[src/rtl/shf_pkg.sv]
package shf_pkg;
  localparam int XLEN = 64;
  localparam int WLEN = 32;

  typedef enum logic [1:0] {
    KIND_SLL  = 2'b00,
    KIND_RSVD = 2'b01,
    KIND_SRL  = 2'b10,
    KIND_SRA  = 2'b11
  } shf_kind_e;

  // Mirror a vector end for end so one right shifter can also shift left.
  function automatic logic [XLEN-1:0] bit_mirror(input logic [XLEN-1:0] v);
    logic [XLEN-1:0] r;
    for (int i = 0; i < XLEN; i++) r[i] = v[XLEN-1-i];
    return r;
  endfunction

  // Copy bit WLEN-1 into every bit above it.
  function automatic logic [XLEN-1:0] word_sext(input logic [WLEN-1:0] w);
    return {{(XLEN-WLEN){w[WLEN-1]}}, w};
  endfunction

  // Mask that covers the lowest n bits.
  function automatic logic [XLEN-1:0] low_mask(input int unsigned n);
    logic [XLEN-1:0] m;
    for (int i = 0; i < XLEN; i++) m[i] = (i < n);
    return m;
  endfunction
endpackage

[src/rtl/shf_amount.sv]
module shf_amount #(
  parameter int XLEN = 64,
  parameter int WLEN = 32,
  localparam int AW  = $clog2(XLEN),
  localparam int WAW = $clog2(WLEN)
) (
  input  logic [WAW-1:0]  imm_amt,
  input  logic [XLEN-1:0] reg_amt,
  input  logic            amt_from_reg,
  input  logic            op_dword,
  input  logic            op_plus32,
  output logic [AW-1:0]   eff_amt
);
  logic [AW-1:0] imm_ext;
  logic [AW-1:0] reg_trim;
  logic [AW-1:0] imm_bias;

  always_comb begin
    imm_ext  = AW'(imm_amt);
    imm_bias = (op_dword && op_plus32) ? AW'(WLEN) : '0;
    reg_trim = op_dword ? reg_amt[AW-1:0] : AW'(reg_amt[WAW-1:0]);
    eff_amt  = amt_from_reg ? reg_trim : (imm_ext + imm_bias);
  end

  always_comb begin

    word_amt_range_chk: assert (op_dword || (eff_amt < AW'(WLEN)))
      else $error("word shift amount out of range");

    plus32_offset_chk: assert (!(op_dword && op_plus32 && !amt_from_reg) || (eff_amt >= AW'(WLEN)))
      else $error("+32 form below 32");
  end
endmodule

[src/rtl/shf_core.sv]
module shf_core #(
  parameter int XLEN = 64,
  localparam int AW  = $clog2(XLEN)
) (
  input  logic [XLEN-1:0] din,
  input  logic [AW-1:0]   amt,
  input  logic            go_left,
  input  logic            fill,
  output logic [XLEN-1:0] dout
);
  import shf_pkg::*;

  logic [XLEN-1:0] stage [AW+1];
  logic [XLEN-1:0] pre;

  assign pre      = go_left ? bit_mirror(din) : din;
  assign stage[0] = pre;

  for (genvar i = 0; i < AW; i++) begin : g_stage
    localparam int SH = 1 << i;
    assign stage[i+1] = amt[i] ? {{SH{fill}}, stage[i][XLEN-1:SH]} : stage[i];
  end

  assign dout = go_left ? bit_mirror(stage[AW]) : stage[AW];
endmodule

[src/rtl/shf_wordfix.sv]
module shf_wordfix #(
  parameter int XLEN = 64,
  parameter int WLEN = 32
) (
  input  logic [XLEN-1:0] opnd,
  input  logic            is_word,
  input  logic            arith,
  input  logic [XLEN-1:0] core_out,
  output logic [XLEN-1:0] core_in,
  output logic            fill,
  output logic [XLEN-1:0] shaped
);
  import shf_pkg::*;

  logic sign_bit;

  always_comb begin
    sign_bit = is_word ? opnd[WLEN-1] : opnd[XLEN-1];
    fill     = arith & sign_bit;
    if (is_word) core_in = {{(XLEN-WLEN){fill}}, opnd[WLEN-1:0]};
    else         core_in = opnd;
    shaped   = is_word ? word_sext(core_out[WLEN-1:0]) : core_out;
  end
endmodule

[src/rtl/shf_unit.sv]
module shf_unit #(
  parameter int XLEN = 64,
  parameter int WLEN = 32,
  localparam int AW  = $clog2(XLEN),
  localparam int WAW = $clog2(WLEN)
) (
  input  logic [XLEN-1:0] opnd,
  input  logic [WAW-1:0]  imm_amt,
  input  logic [XLEN-1:0] reg_amt,
  input  logic            amt_from_reg,
  input  logic            op_dword,
  input  logic            op_plus32,
  input  logic [1:0]      op_kind,
  output logic [XLEN-1:0] result
);
  import shf_pkg::*;

  logic [AW-1:0]   eff_amt;
  logic [XLEN-1:0] core_in;
  logic [XLEN-1:0] core_out;
  logic [XLEN-1:0] shaped;
  logic            fill;
  logic            go_left;
  logic            arith;
  logic            reserved;

  assign go_left  = (op_kind == KIND_SLL);
  assign arith    = (op_kind == KIND_SRA);
  assign reserved = (op_kind == KIND_RSVD);

  shf_amount #(.XLEN(XLEN), .WLEN(WLEN)) u_amt (
    .imm_amt(imm_amt), .reg_amt(reg_amt), .amt_from_reg(amt_from_reg),
    .op_dword(op_dword), .op_plus32(op_plus32), .eff_amt(eff_amt)
  );

  shf_wordfix #(.XLEN(XLEN), .WLEN(WLEN)) u_wfix (
    .opnd(opnd), .is_word(!op_dword), .arith(arith), .core_out(core_out),
    .core_in(core_in), .fill(fill), .shaped(shaped)
  );

  shf_core #(.XLEN(XLEN)) u_core (
    .din(core_in), .amt(eff_amt), .go_left(go_left), .fill(fill), .dout(core_out)
  );

  assign result = reserved ? '0 : shaped;

  always_comb begin

    sll_low_zero_chk: assert (!(op_dword && go_left) || ((result & low_mask(eff_amt)) == '0))
      else $error("left shift vacated bits not zero");

    srl_top_zero_chk: assert (!(op_dword && op_kind == KIND_SRL && eff_amt != '0) || !result[XLEN-1])
      else $error("logical right shift top bit not zero");

    sra_sign_keep_chk: assert (!(op_dword && arith) || (result[XLEN-1] == opnd[XLEN-1]))
      else $error("arithmetic shift lost sign");

    word_sext_chk: assert (op_dword || (result[XLEN-1:WLEN] == {(XLEN-WLEN){result[WLEN-1]}}))
      else $error("word result not sign-extended");

    word_sra_sign_chk: assert (!(!op_dword && arith) || (result[XLEN-1] == opnd[WLEN-1]))
      else $error("word arithmetic sign not from bit 31");
  end
endmodule

[config.mk]
export PLATFORM = sky130hd
export DESIGN_NAME = shf_unit
export DESIGN_NICKNAME = d
export VERILOG_FILES = /design/src/rtl/shf_pkg.sv /design/src/rtl/shf_amount.sv /design/src/rtl/shf_core.sv /design/src/rtl/shf_wordfix.sv /design/src/rtl/shf_unit.sv
export SDC_FILE = /design/constraint.sdc
export NUM_CORES = 1
export LEC_CHECK = 0
export ABC_AREA = 1
export BUFFER_PORTS_ARGS = -buffer_cell sky130_fd_sc_hd__buf_2
export CAP_MARGIN = 20
export CELL_PAD_IN_SITES_DETAIL_PLACEMENT = 0
export CELL_PAD_IN_SITES_GLOBAL_PLACEMENT = 1
export CORE_ASPECT_RATIO = 1.2
export CORE_MARGIN = 10
export CORE_UTILIZATION = 31
export DETAILED_ROUTE_END_ITERATION = 8
export GPL_ROUTABILITY_DRIVEN = 0
export PLACE_DENSITY = 0.88
export SYNTH_ARGS = -nofsm -noshare
export SYNTH_HDL_FRONTEND = slang
export SYNTH_SLANG_ARGS = --single-unit
export TNS_END_PERCENT = 5
[constraint.sdc]
create_clock -name vclk -period 2.9
set_input_delay 0.58 -clock vclk [all_inputs]
set_output_delay 0.58 -clock vclk [all_outputs]
set_load 0.05 [all_outputs]
# Word level (Yosys, flattened, before mapping)
# Cells that the tools add are included.
dict set report totals {
  register_bits 0
  in_bits 138
  output_inout_bits 64
  elab_cells 21
}
dict set report op_classes {
  n_addsub 1
  n_eq_ne 2
  n_mux 15
  bitwise_logic 1
  n_reduce_logical 2
}
# cell count
set ops {}
lappend ops {{$mux 64} 11}
lappend ops {{$mux 6} 3}
lappend ops {{$add 5x6->6} 1}
lappend ops {{$eq 2x1->1 const B} 1}
lappend ops {{$eq 2x2->1 const B} 1}
lappend ops {{$logic_not 2->1} 1}
lappend ops {{$and 1x1->1} 1}
lappend ops {{$logic_and 1x1->1} 1}
lappend ops {{$mux 1} 1}

# Depth between registers and ports, before layout
# Gate-level depths: netlist (run 1).
dict set report logic_depth {
  word_depth 13
  depth_mapped 21
  depth_no_buf 18
}

# Cells and area by module
# From an unflattened synthesis (run 1), not the netlist that was laid out.
dict set report unflattened {
  hier_cells 1670
  area_unflattened_um2 7980.2
}
# mod instances cells_each area_each_um2 seq_area_each_um2
set modules_own_cells {}
lappend modules_own_cells {shf_core 1 1295 6074.6 0.0}
lappend modules_own_cells {shf_wordfix 1 210 1081.0 0.0}
lappend modules_own_cells {shf_unit 1 146 745.7 0.0}
lappend modules_own_cells {shf_amount 1 19 78.8 0.0}

# Least setup slack after synthesis (run 1)
# Ideal clock, no wire load.
dict set report synth_path {
  kind {input port to output port}
  from {input port op_kind[1]}
  to {output port result[32]}
  arrival_ns 2.485
  required_time_ns 2.320
  setup_slack_ns -0.165
  path_stages 17
  path_buffers 3
  path_cell_list {buf_4 nand2_2 o21bai_4 buf_6 nand3_1 nand3_1 nand3_1 nand3_1 nand3_1 nand2_1 nand2_1 nand3_2 nand3_2 nand3_4 buf_6 nand2_1 inv_1}
}
dict set report synth_between {
  elab_chain_cells 13
  elab_cells_between_ends 15
  cone_classes {eq/ne: 2; mux: 11; bitwise: 1; reduce/logical: 1}
}
# element line
set synth_rtl {}
lappend synth_rtl {{start: declaration} shf_unit.sv:13} ;# input logic [1:0] op_kind,
lappend synth_rtl {{$eq 2x2->1} shf_unit.sv:28} ;# assign arith = (op_kind == KIND_SRA);
lappend synth_rtl {{$and 1x1->1} shf_wordfix.sv:19} ;# fill = arith & sign_bit;
lappend synth_rtl {{$mux 64} shf_wordfix.sv:20} ;# if (is_word) core_in = {{(XLEN-WLEN){fill}}, opnd[WLEN-1:0]};
lappend synth_rtl {{$mux 64} shf_core.sv:16} ;# assign pre = go_left ? bit_mirror(din) : din;
lappend synth_rtl {{$mux 64 (6 in series)} shf_core.sv:21} ;# assign stage[i+1] = amt[i] ? {{SH{fill}}, stage[i][XLEN-1:SH]} : stage[i];
lappend synth_rtl {{$mux 64} shf_core.sv:24} ;# assign dout = go_left ? bit_mirror(stage[AW]) : stage[AW];
lappend synth_rtl {{$mux 64} shf_wordfix.sv:22} ;# shaped = is_word ? word_sext(core_out[WLEN-1:0]) : core_out;
lappend synth_rtl {{$mux 64 (*)} shf_unit.sv:45} ;# assign result = reserved ? '0 : shaped;
lappend synth_rtl {{end: declaration} shf_unit.sv:14} ;# output logic [XLEN-1:0] result
# Every way passes the cells marked *; elsewhere a longest branch is shown, timed or not.

# Worst setup path in the final report (run 1)
dict set report layout_path {
  from {input port op_kind[0]}
  to {output port result[61]}
}
# Same word-level chain as after synthesis.

==> flow_summary.yaml, run 1 <==
status:
  run_status: "finished with violations"
  failed_checks: "setup timing"
worst_setup_path:
  criticalPathCategory: "in2out"
  critical_path_start_type: "primary input"
  critical_path_arrival_ns: 2.94
  worst-path-max-fanout: 21
  critPathRequiredTime_ns: 2.32
  crit_path_end_kind: "output port"
placement:
  dpl.cell_count: 1858
  post-dp-hpwl_um: 27200
  dp_worst_setup_slack_ns: -0.712
  portBuffers: 144
route:
  drt_pre_antenna_iters: 9
  drc_errors: 0
  avgViaCountPerCell: 6.55
  detailedRoute.firstIterationViolations: 2076
  drtAntennaViolNets: 0
  routed_wire_length_per_instance_um: 22.2
  routed-via-count: 12600
  routed_wl_um: 42600
floorplan:
  core_area_sq_um: 21600
  design.die.area_sq_um: 28100
  fp.dieW_um: 155
  chipHeight_um: 182
  rows: 59
  floorplan.initialDensity: 0.313
  ioPinCount: 202
clock_network:
  holdBufCountCts: 0
sta:
  hold_ws_ns: 1.88
  worst_slew_pin_slew_ns: 0.691
  finalWorstPathRequiredPeriod_ns: 3.52
  postLayoutSetupSlackWorst_ns: -0.624
  maxClockFrequency_mhz: 284
  finalSetupViolCount: 64
  finalHoldViolCount: 0
  final_min_period_over_clock_period: 1.22
  max-slew-margin-rel: 0.540
  report.final.slew_viol_count: 0
  unrepaired_setup_endpoints_after_global_routing: "yes"
logic_synthesis:
  mappedNetlistNets: 1536
  sequential_share_of_the_synthesized_area: 0
  yosysWarningCount: 0
  synth.lib_cells_used.distinct: 26
  synthesis.instances: 1398
  synth.avg_cell_area_sq_um: 4.83
  syn-cell-area_sq_um: 6750
pwr:
  peakVddDrop_mv: 0.332
  total_leakage_power_uw: 0.00589
  power.density_nw_per_um2: 346
  report.power.total_uw: 4170
cells_and_area:
  layout_common_cells: "434 x sky130_fd_sc_hd__nand3_1, 264 x sky130_fd_sc_hd__nand2_1, 229 x sky130_fd_sc_hd__nand3_2"
  final_cells: 1916
  post_route_cells_drive_above_1_share: 0.479
  n_fill_cell: 1944
  regArea_sq_um: 0
  nClkBuffers: 0
  seq_cells: 0
  area_growth_syn_to_layout_pct: 78.3
  finish.net_count: 1782
  antenna_cells_inserted: 0
  layout.cells.most_common: "sky130_fd_sc_hd__nand3_1"
flow_run:
  max_cap_violations: 0
min_path:
  number_of_stages_on_the_worst_hold_path: 5
  hold_path_startpoint: "op_kind[1]"
  min_to: "result[16]"
  worstHoldPathType: "in2out"
global_route:
  grt_pass1_vias: 10600
  grt-ovfl-total: 0
  antenna_violations_before_repair: 0
  grt_start_max_net_pins: 65
  gr-usage-all-layers: 0.234
  grt_first_pass_wirelength_um: 55800
where the power goes:
group	leakage, uW	switching, uW	internal, uW
Sequential	0	0	0
Combinational	0.00589	2630	1540
Clock	0	0	0
cells by family (layout without fill, tap and decap cells):
kind of cell           Yosys count  after routing  share of synthesized area
buffers and inverters          209            453                      0.134
AND/OR/NAND/NOR               1118           1118                      0.786
AO/OA/AOI/OAI                   71             71                     0.0795
through the flow:
step	instance area [sq um]	TNS [ns]	util
after floorplan	6750	-5.75	-
after global placement	8790	-33.90	0.408
after detailed placement	8790	-35.96	0.408
after CTS	10300	-21.83	0.476
after global routing	12000	-34.79	0.559
final	12000	-31.09	0.559
cell type report:
| type | count | area [sq um] | area share |
|---|---|---|---|
| Timing Repair inverter | 1 | 6.26 | 0.000520 |
| Inverter | 79 | 317 | 0.0263 |
| Timing Repair Buffer | 373 | 3600 | 0.299 |
| Multi-Input combinational cell | 1189 | 7780 | 0.646 |
| Tap cell | 274 | 343 | 0.0285 |
worst max path at each step:
stage,start,end,slack (ns),cells past startpoint
after floorplan,op_kind[1],result[32],-0.16,17
after global placement,op_kind[1],result[55],-0.66,18
after detailed placement,op_kind[1],result[55],-0.71,18
after CTS,op_kind[0],result[39],-0.42,19
after global routing,op_kind[1],result[35],-0.63,18
final,op_kind[0],result[61],-0.62,17
critical path, cell delays in order:
cell	delay, ns
sky130_fd_sc_hd__buf_4	0.13
sky130_fd_sc_hd__nor2_4	0.07
sky130_fd_sc_hd__buf_4	0.16
sky130_fd_sc_hd__clkbuf_16	0.19
sky130_fd_sc_hd__buf_4	0.16
sky130_fd_sc_hd__o211ai_1	0.34
sky130_fd_sc_hd__nand3_1	0.19
sky130_fd_sc_hd__nand3_1	0.14
sky130_fd_sc_hd__nand3_1	0.13
sky130_fd_sc_hd__nand3_1	0.15
sky130_fd_sc_hd__nand2_2	0.09
sky130_fd_sc_hd__nand2_1	0.08
sky130_fd_sc_hd__nand3_1	0.09
sky130_fd_sc_hd__nand3_1	0.14
sky130_fd_sc_hd__nand2_1	0.07
sky130_fd_sc_hd__inv_1	0.07
sky130_fd_sc_hd__buf_6	0.15
Yosys cell counts:
master                     number  area [sq um]
sky130_fd_sc_hd__inv_2         18          67.6
sky130_fd_sc_hd__nor2_4         1          11.3
sky130_fd_sc_hd__o21ai_1        2          10.0
sky130_fd_sc_hd__a21oi_1        1          5.00
sky130_fd_sc_hd__buf_1         36           135
sky130_fd_sc_hd__or2_2         27           169
sky130_fd_sc_hd__o21ai_0        4          20.0
sky130_fd_sc_hd__inv_1         61           229
sky130_fd_sc_hd__o21ai_4        1          16.3
sky130_fd_sc_hd__or2_0          4          25.0
sky130_fd_sc_hd__nor3_2         1          10.0
sky130_fd_sc_hd__o21ai_2        1          8.76
sky130_fd_sc_hd__nand2_1      329          1230
sky130_fd_sc_hd__nand2_2       11          68.8
sky130_fd_sc_hd__buf_2         41           205
sky130_fd_sc_hd__nand3_4        1          17.5
sky130_fd_sc_hd__o211ai_1      61           458
sky130_fd_sc_hd__nand3_1      705          3530
sky130_fd_sc_hd__nand4_1       31           194
sky130_fd_sc_hd__nor2_1         4          15.0
sky130_fd_sc_hd__buf_4          3          22.5
sky130_fd_sc_hd__buf_6          8          90.1
sky130_fd_sc_hd__clkbuf_1      42           158
sky130_fd_sc_hd__o21bai_4       1          18.8
sky130_fd_sc_hd__nand3_2        3          30.0
sky130_fd_sc_hd__or2_1          1          6.26
metal layers:
metal,track usage,vias up,part of all wire
met1,0.302,5573,0.35
met2,0.370,1195,0.42
met5,0,-,0
li1,-,5416,-
met4,0.0919,0,0.088
met3,0.0508,367,0.14
timing repair:
action	4_1_cts	5_1_grt
cloned	5	13
pin swaps	25	89
setup endpoints to repair	64	64
gates resized for setup	313	277
setup buffers	12	31
Note: power is estimated with default switching activity, not from simulation.
==> inputs of run 2 (changes only) <==
==> constraint.sdc (replaced) <==
create_clock -name vclk -period 2.9
set_input_delay 0.145 -clock vclk [all_inputs]
set_output_delay 0.145 -clock vclk [all_outputs]
set_load 0.05 [all_outputs]
==> run 2 against run 1 <==
Net effect: critical endpoint is now result[62]; wire length down 25%; final area down 34%; sequential share of layout area unchanged; the run now ends clean; largest power group unchanged; die area unchanged.
==> flow_summary.yaml, run 2 (synthesis results as in run 1) <==
status:
  run_status: "complete, no violations"
floorplan:
  fp.dieW_um: 155
  ioPinCount: 202
  rows: 59
  core_area_sq_um: 21600
  floorplan.initialDensity: 0.313
  design.die.area_sq_um: 28100
  chipHeight_um: 182
worst_setup_path:
  worst_stage_delay_on_the_critical_path_ns: 0.25
  critical_path_start_type: "primary input"
  criticalPathCategory: "in2out"
  crit_path_end_kind: "output port"
  path_common_cell: "sky130_fd_sc_hd__nand3_1"
  critical_path_arrival_ns: 2.64
  critPathRequiredTime_ns: 2.76
  worst-path-max-fanout: 24
  timing.critical_path.slowest_stage_cell: "sky130_fd_sc_hd__nor2_4"
  timing.critical_path.cells: "clkbuf_4 -> nor2_4 -> inv_4 -> buf_12 -> nand3_1 -> nand3_1 -> nand3_1 -> nand3_1 -> nand3_1 -> nand2_1 -> nand2_1 -> nand3_1 -> nand3_2 -> nand3_4 -> buf_4 -> nand2_1 -> inv_1 -> clkbuf_4"
sta:
  finalHoldViolCount: 0
  worst_slew_pin_slew_ns: 0.635
  maxClockFrequency_mhz: 360
  finalSetupViolCount: 0
  final_min_period_over_clock_period: 0.959
  report.final.slew_viol_count: 0
  postLayoutSetupSlackWorst_ns: 0.119
  finalWorstPathRequiredPeriod_ns: 2.78
  max-slew-margin-rel: 0.576
  tns_ns: 0
global_route:
  grt_pass1_vias: 9173
  grt-ovfl-total: 0
  grt_first_pass_wirelength_um: 48600
  antenna_violations_before_repair: 0
  gr-usage-all-layers: 0.205
  grt_start_max_net_pins: 96
min_path:
  min_to: "result[24]"
  hold_path_startpoint: "op_kind[1]"
  worstHoldPathType: "in2out"
  number_of_stages_on_the_worst_hold_path: 5
pwr:
  power_frac_seq: 0
  power.internal_uw: 826
  peakVddDrop_mv: 0.281
  report.power.total_uw: 2880
  netSwitchingFraction: 0.713
  power_switching_uw: 2050
  total_leakage_power_uw: 0.00410
  power.share.clock: 0
  power.density_nw_per_um2: 362
  pwr-share-comb: 1.000
route:
  drt_pre_antenna_iters: 9
  drc_errors: 0
  avgViaCountPerCell: 6.12
  routed_wl_um: 31900
  drtAntennaViolNets: 0
  detailedRoute.firstIterationViolations: 1820
  routed_wire_length_per_instance_um: 18.3
  routed-via-count: 10600
cells_and_area:
  seq_cells: 0
  finish.net_count: 1604
  n_fill_cell: 2512
  stdcell_area_sq_um: 7950
  post_route_cells_drive_above_1_share: 0.184
  area_growth_syn_to_layout_pct: 17.7
  layout_common_cells: "700 x sky130_fd_sc_hd__nand3_1, 328 x sky130_fd_sc_hd__nand2_1, 115 x sky130_fd_sc_hd__buf_2"
  regArea_sq_um: 0
  antenna_cells_inserted: 0
  nClkBuffers: 0
  layout.cells.most_common: "sky130_fd_sc_hd__nand3_1"
placement:
  dp_worst_setup_slack_ns: 0.113
  post-dp-hpwl_um: 25200
  portBuffers: 144
  placed_cell_area_sq_um: 7800
flow_run:
  max_cap_violations: 0
clock_network:
  holdBufCountCts: 0
run 2: area by class of cell:
class | count | area (sq um) | share of cell area
inverter | 79 | 304 | 0.0382
multi-input combinational | 1189 | 5920 | 0.745
tap | 274 | 343 | 0.0431
timing repair buffer | 196 | 1380 | 0.174
run 2: metrics by stage:
stage                util  hold WS (ns)  cells
floorplan               -         0.799   1398
global placement    0.362          1.08   1735
finish              0.369          1.12   1738
CTS                 0.362          1.09   1735
detailed placement  0.362          1.09   1735
global route        0.369          1.14   1738
run 2: power by group through the flow:
| stage | logic [uW] | registers (uW) | clock network [uW] |
|---|---|---|---|
| floorplan | 2010 | 0 | 0 |
| detailed placement | 2750 | 0 | 0 |
| global route | 3110 | 0 | 0 |
| global placement | 2730 | 0 | 0 |
| CTS | 2760 | 0 | 0 |
| finish | 2880 | 0 | 0 |
run 2: worst max path at each step:
stage / from / end / slack, ns / depth (start not counted)
2_1_floorplan: op_kind[1] / result[32] / 0.71 / 17
3_3_place_gp: op_kind[1] / result[34] / 0.18 / 17
3_5_place_dp: op_kind[1] / result[36] / 0.11 / 17
4_1_cts: op_kind[1] / result[36] / 0.10 / 17
5_1_grt: op_kind[1] / result[52] / -0.02 / 21
6_report: op_kind[1] / result[62] / 0.12 / 18
run 2: critical path: cells and delay by family:
kind	cells	cell delay [ns]
buf+inv	6	0.90
simple gates	12	1.57
run 2: metal layers:
layer  global-route usage  routed length (um)
met5                    0                   0
met4               0.0420                 722
met3               0.0371                4130
met2                0.310               13500
met1                0.294               13500
run 2: timing repair:
item / CTS / global route
endpoints found under the setup margin: 0 / 30
resized for setup: 0 / 54
buffers inserted: 0 / 1
hold endpoints to repair: 0 / 0
==> inputs of run 3 (changes only) <==
CORE_MARGIN = not set   (was 10)
==> run 3 against run 2 <==
Net effect: via count fell by 0.30%; final area increased by 0.33%; first-iteration DRC count up 2.7%; sequential share of layout area is the same; global-route usage is 4.8 points higher; wire length fell by 4.4%; combinational power barely moved; critical path type unchanged; critical endpoint is now result[61]; largest power group unchanged.
==> flow_summary.yaml, run 3 (synthesis results as in run 1) <==
worst_setup_path:
  critPathRequiredTime_ns: 2.76
  critical_path_arrival_ns: 2.63
  worst-path-max-fanout: 58
  critical_path_start_type: "primary input"
  crit_path_end_kind: "output port"
  criticalPathCategory: "in2out"
route:
  avgViaCountPerCell: 6.12
  highest-signal-layer: "met4"
  drt_pre_antenna_iters: 7
  wl_met3_um: 4150
  routed_wl_um: 30500
  drc_errors: 0
  wl_met2_um: 12500
  met1Wirelength_um: 12800
  detailedRoute.firstIterationViolations: 1869
  routed-via-count: 10600
  drtAntennaViolNets: 0
  routed_wire_length_per_instance_um: 17.6
floorplan:
  rows: 58
  ioPinCount: 202
  floorplan.initialDensity: 0.319
  core_area_sq_um: 21200
  chipHeight_um: 164
  design.die.area_sq_um: 22400
  fp.dieW_um: 137
global_route:
  grt-ovfl-total: 0
  antenna_violations_before_repair: 0
  grt_first_pass_wirelength_um: 45600
  gr-usage-all-layers: 0.253
  grt_start_max_net_pins: 66
  grt_pass1_vias: 8711
sta:
  tns_ns: 0
  maxClockFrequency_mhz: 360
  finalHoldViolCount: 0
  worst_slew_pin_slew_ns: 0.633
  finalSetupViolCount: 0
  unrepaired_setup_endpoints_after_global_routing: "yes"
  final_min_period_over_clock_period: 0.957
  report.final.slew_viol_count: 0
  finalWorstPathRequiredPeriod_ns: 2.78
  max-slew-margin-rel: 0.578
  postLayoutSetupSlackWorst_ns: 0.124
cells_and_area:
  post_route_cells_drive_above_1_share: 0.183
  antenna_cells_inserted: 0
  regArea_sq_um: 0
  seq_cells: 0
  layout_common_cells: "701 x sky130_fd_sc_hd__nand3_1, 327 x sky130_fd_sc_hd__nand2_1, 124 x sky130_fd_sc_hd__buf_2"
  finish.net_count: 1602
  area_growth_syn_to_layout_pct: 18.1
  nClkBuffers: 0
  layout.cells.most_common: "sky130_fd_sc_hd__nand3_1"
placement:
  dp_worst_setup_slack_ns: 0.131
  post-dp-hpwl_um: 23500
  portBuffers: 144
min_path:
  worstHoldPathType: "in2out"
pwr:
  peakVddDrop_mv: 0.275
  power.density_nw_per_um2: 360
  total_leakage_power_uw: 0.00411
flow_run:
  max_cap_violations: 0
status:
  run_status: "complete, no violations"
==> run 3: repair_timing <==
item,CTS,global route
gates resized for setup,0,36
setup endpoints to repair,0,32
setup buffers,0,1
hold buffers,0,0
==> run 3: metrics by stage <==
stage | cell area (sq um) | cells | hold WS, ns | utilization | total power [uW]
after floorplan | 6750 | 1398 | 0.799 | - | 2010
after global placement | 7810 | 1728 | 1.08 | 0.369 | 2720
after detailed placement | 7810 | 1728 | 1.07 | 0.369 | 2730
after CTS | 7810 | 1728 | 1.07 | 0.369 | 2740
after global routing | 7980 | 1732 | 1.11 | 0.376 | 3070
final | 7980 | 1732 | 1.09 | 0.376 | 2870
==> run 3: routing by layer <==
metal | vias to the layer above | track usage
li1 | 5037 | -
met1 | 4644 | 0.377
met2 | 836 | 0.379
met3 | 88 | 0.0306
met4 | 0 | 0.0596
met5 | - | 0
==> run 3: worst paths after layout <==
check	startpoint	slack, ns	depth (start not counted)	to
hold / removal	op_kind[1]	1.09	5	result[17]
setup / recovery	amt_from_reg	0.12	16	result[61]
==> run 3: cell type report <==
| type | count | area, sq um |
|---|---|---|
| fillers | 2405 | 13200 |
| multi-input cells | 1189 | 5920 |
| repair buffers | 194 | 1420 |
| well taps | 270 | 338 |
| inverters | 79 | 302 |
==> run 3: power by group <==
part | switching (uW) | leakage [uW] | internal (uW)
combinational | 2050 | 0.00411 | 827
sequential | 0 | 0 | 0
clock | 0 | 0 | 0
total | 2050 | 0.00411 | 827
==> run 3: worst max-delay path, cell delays in order <==
cell	delay [ns]
sky130_fd_sc_hd__buf_2	0.13
sky130_fd_sc_hd__buf_4	0.19
sky130_fd_sc_hd__o21ai_4	0.20
sky130_fd_sc_hd__buf_12	0.27
sky130_fd_sc_hd__nand3_1	0.20
sky130_fd_sc_hd__nand3_1	0.13
sky130_fd_sc_hd__nand3_1	0.15
sky130_fd_sc_hd__nand2_1	0.15
sky130_fd_sc_hd__nand2_1	0.10
sky130_fd_sc_hd__nand3_2	0.12
sky130_fd_sc_hd__nand3_2	0.10
sky130_fd_sc_hd__nand3_4	0.15
sky130_fd_sc_hd__clkbuf_16	0.21
sky130_fd_sc_hd__nand2_1	0.06
sky130_fd_sc_hd__inv_1	0.05
sky130_fd_sc_hd__clkbuf_4	0.21
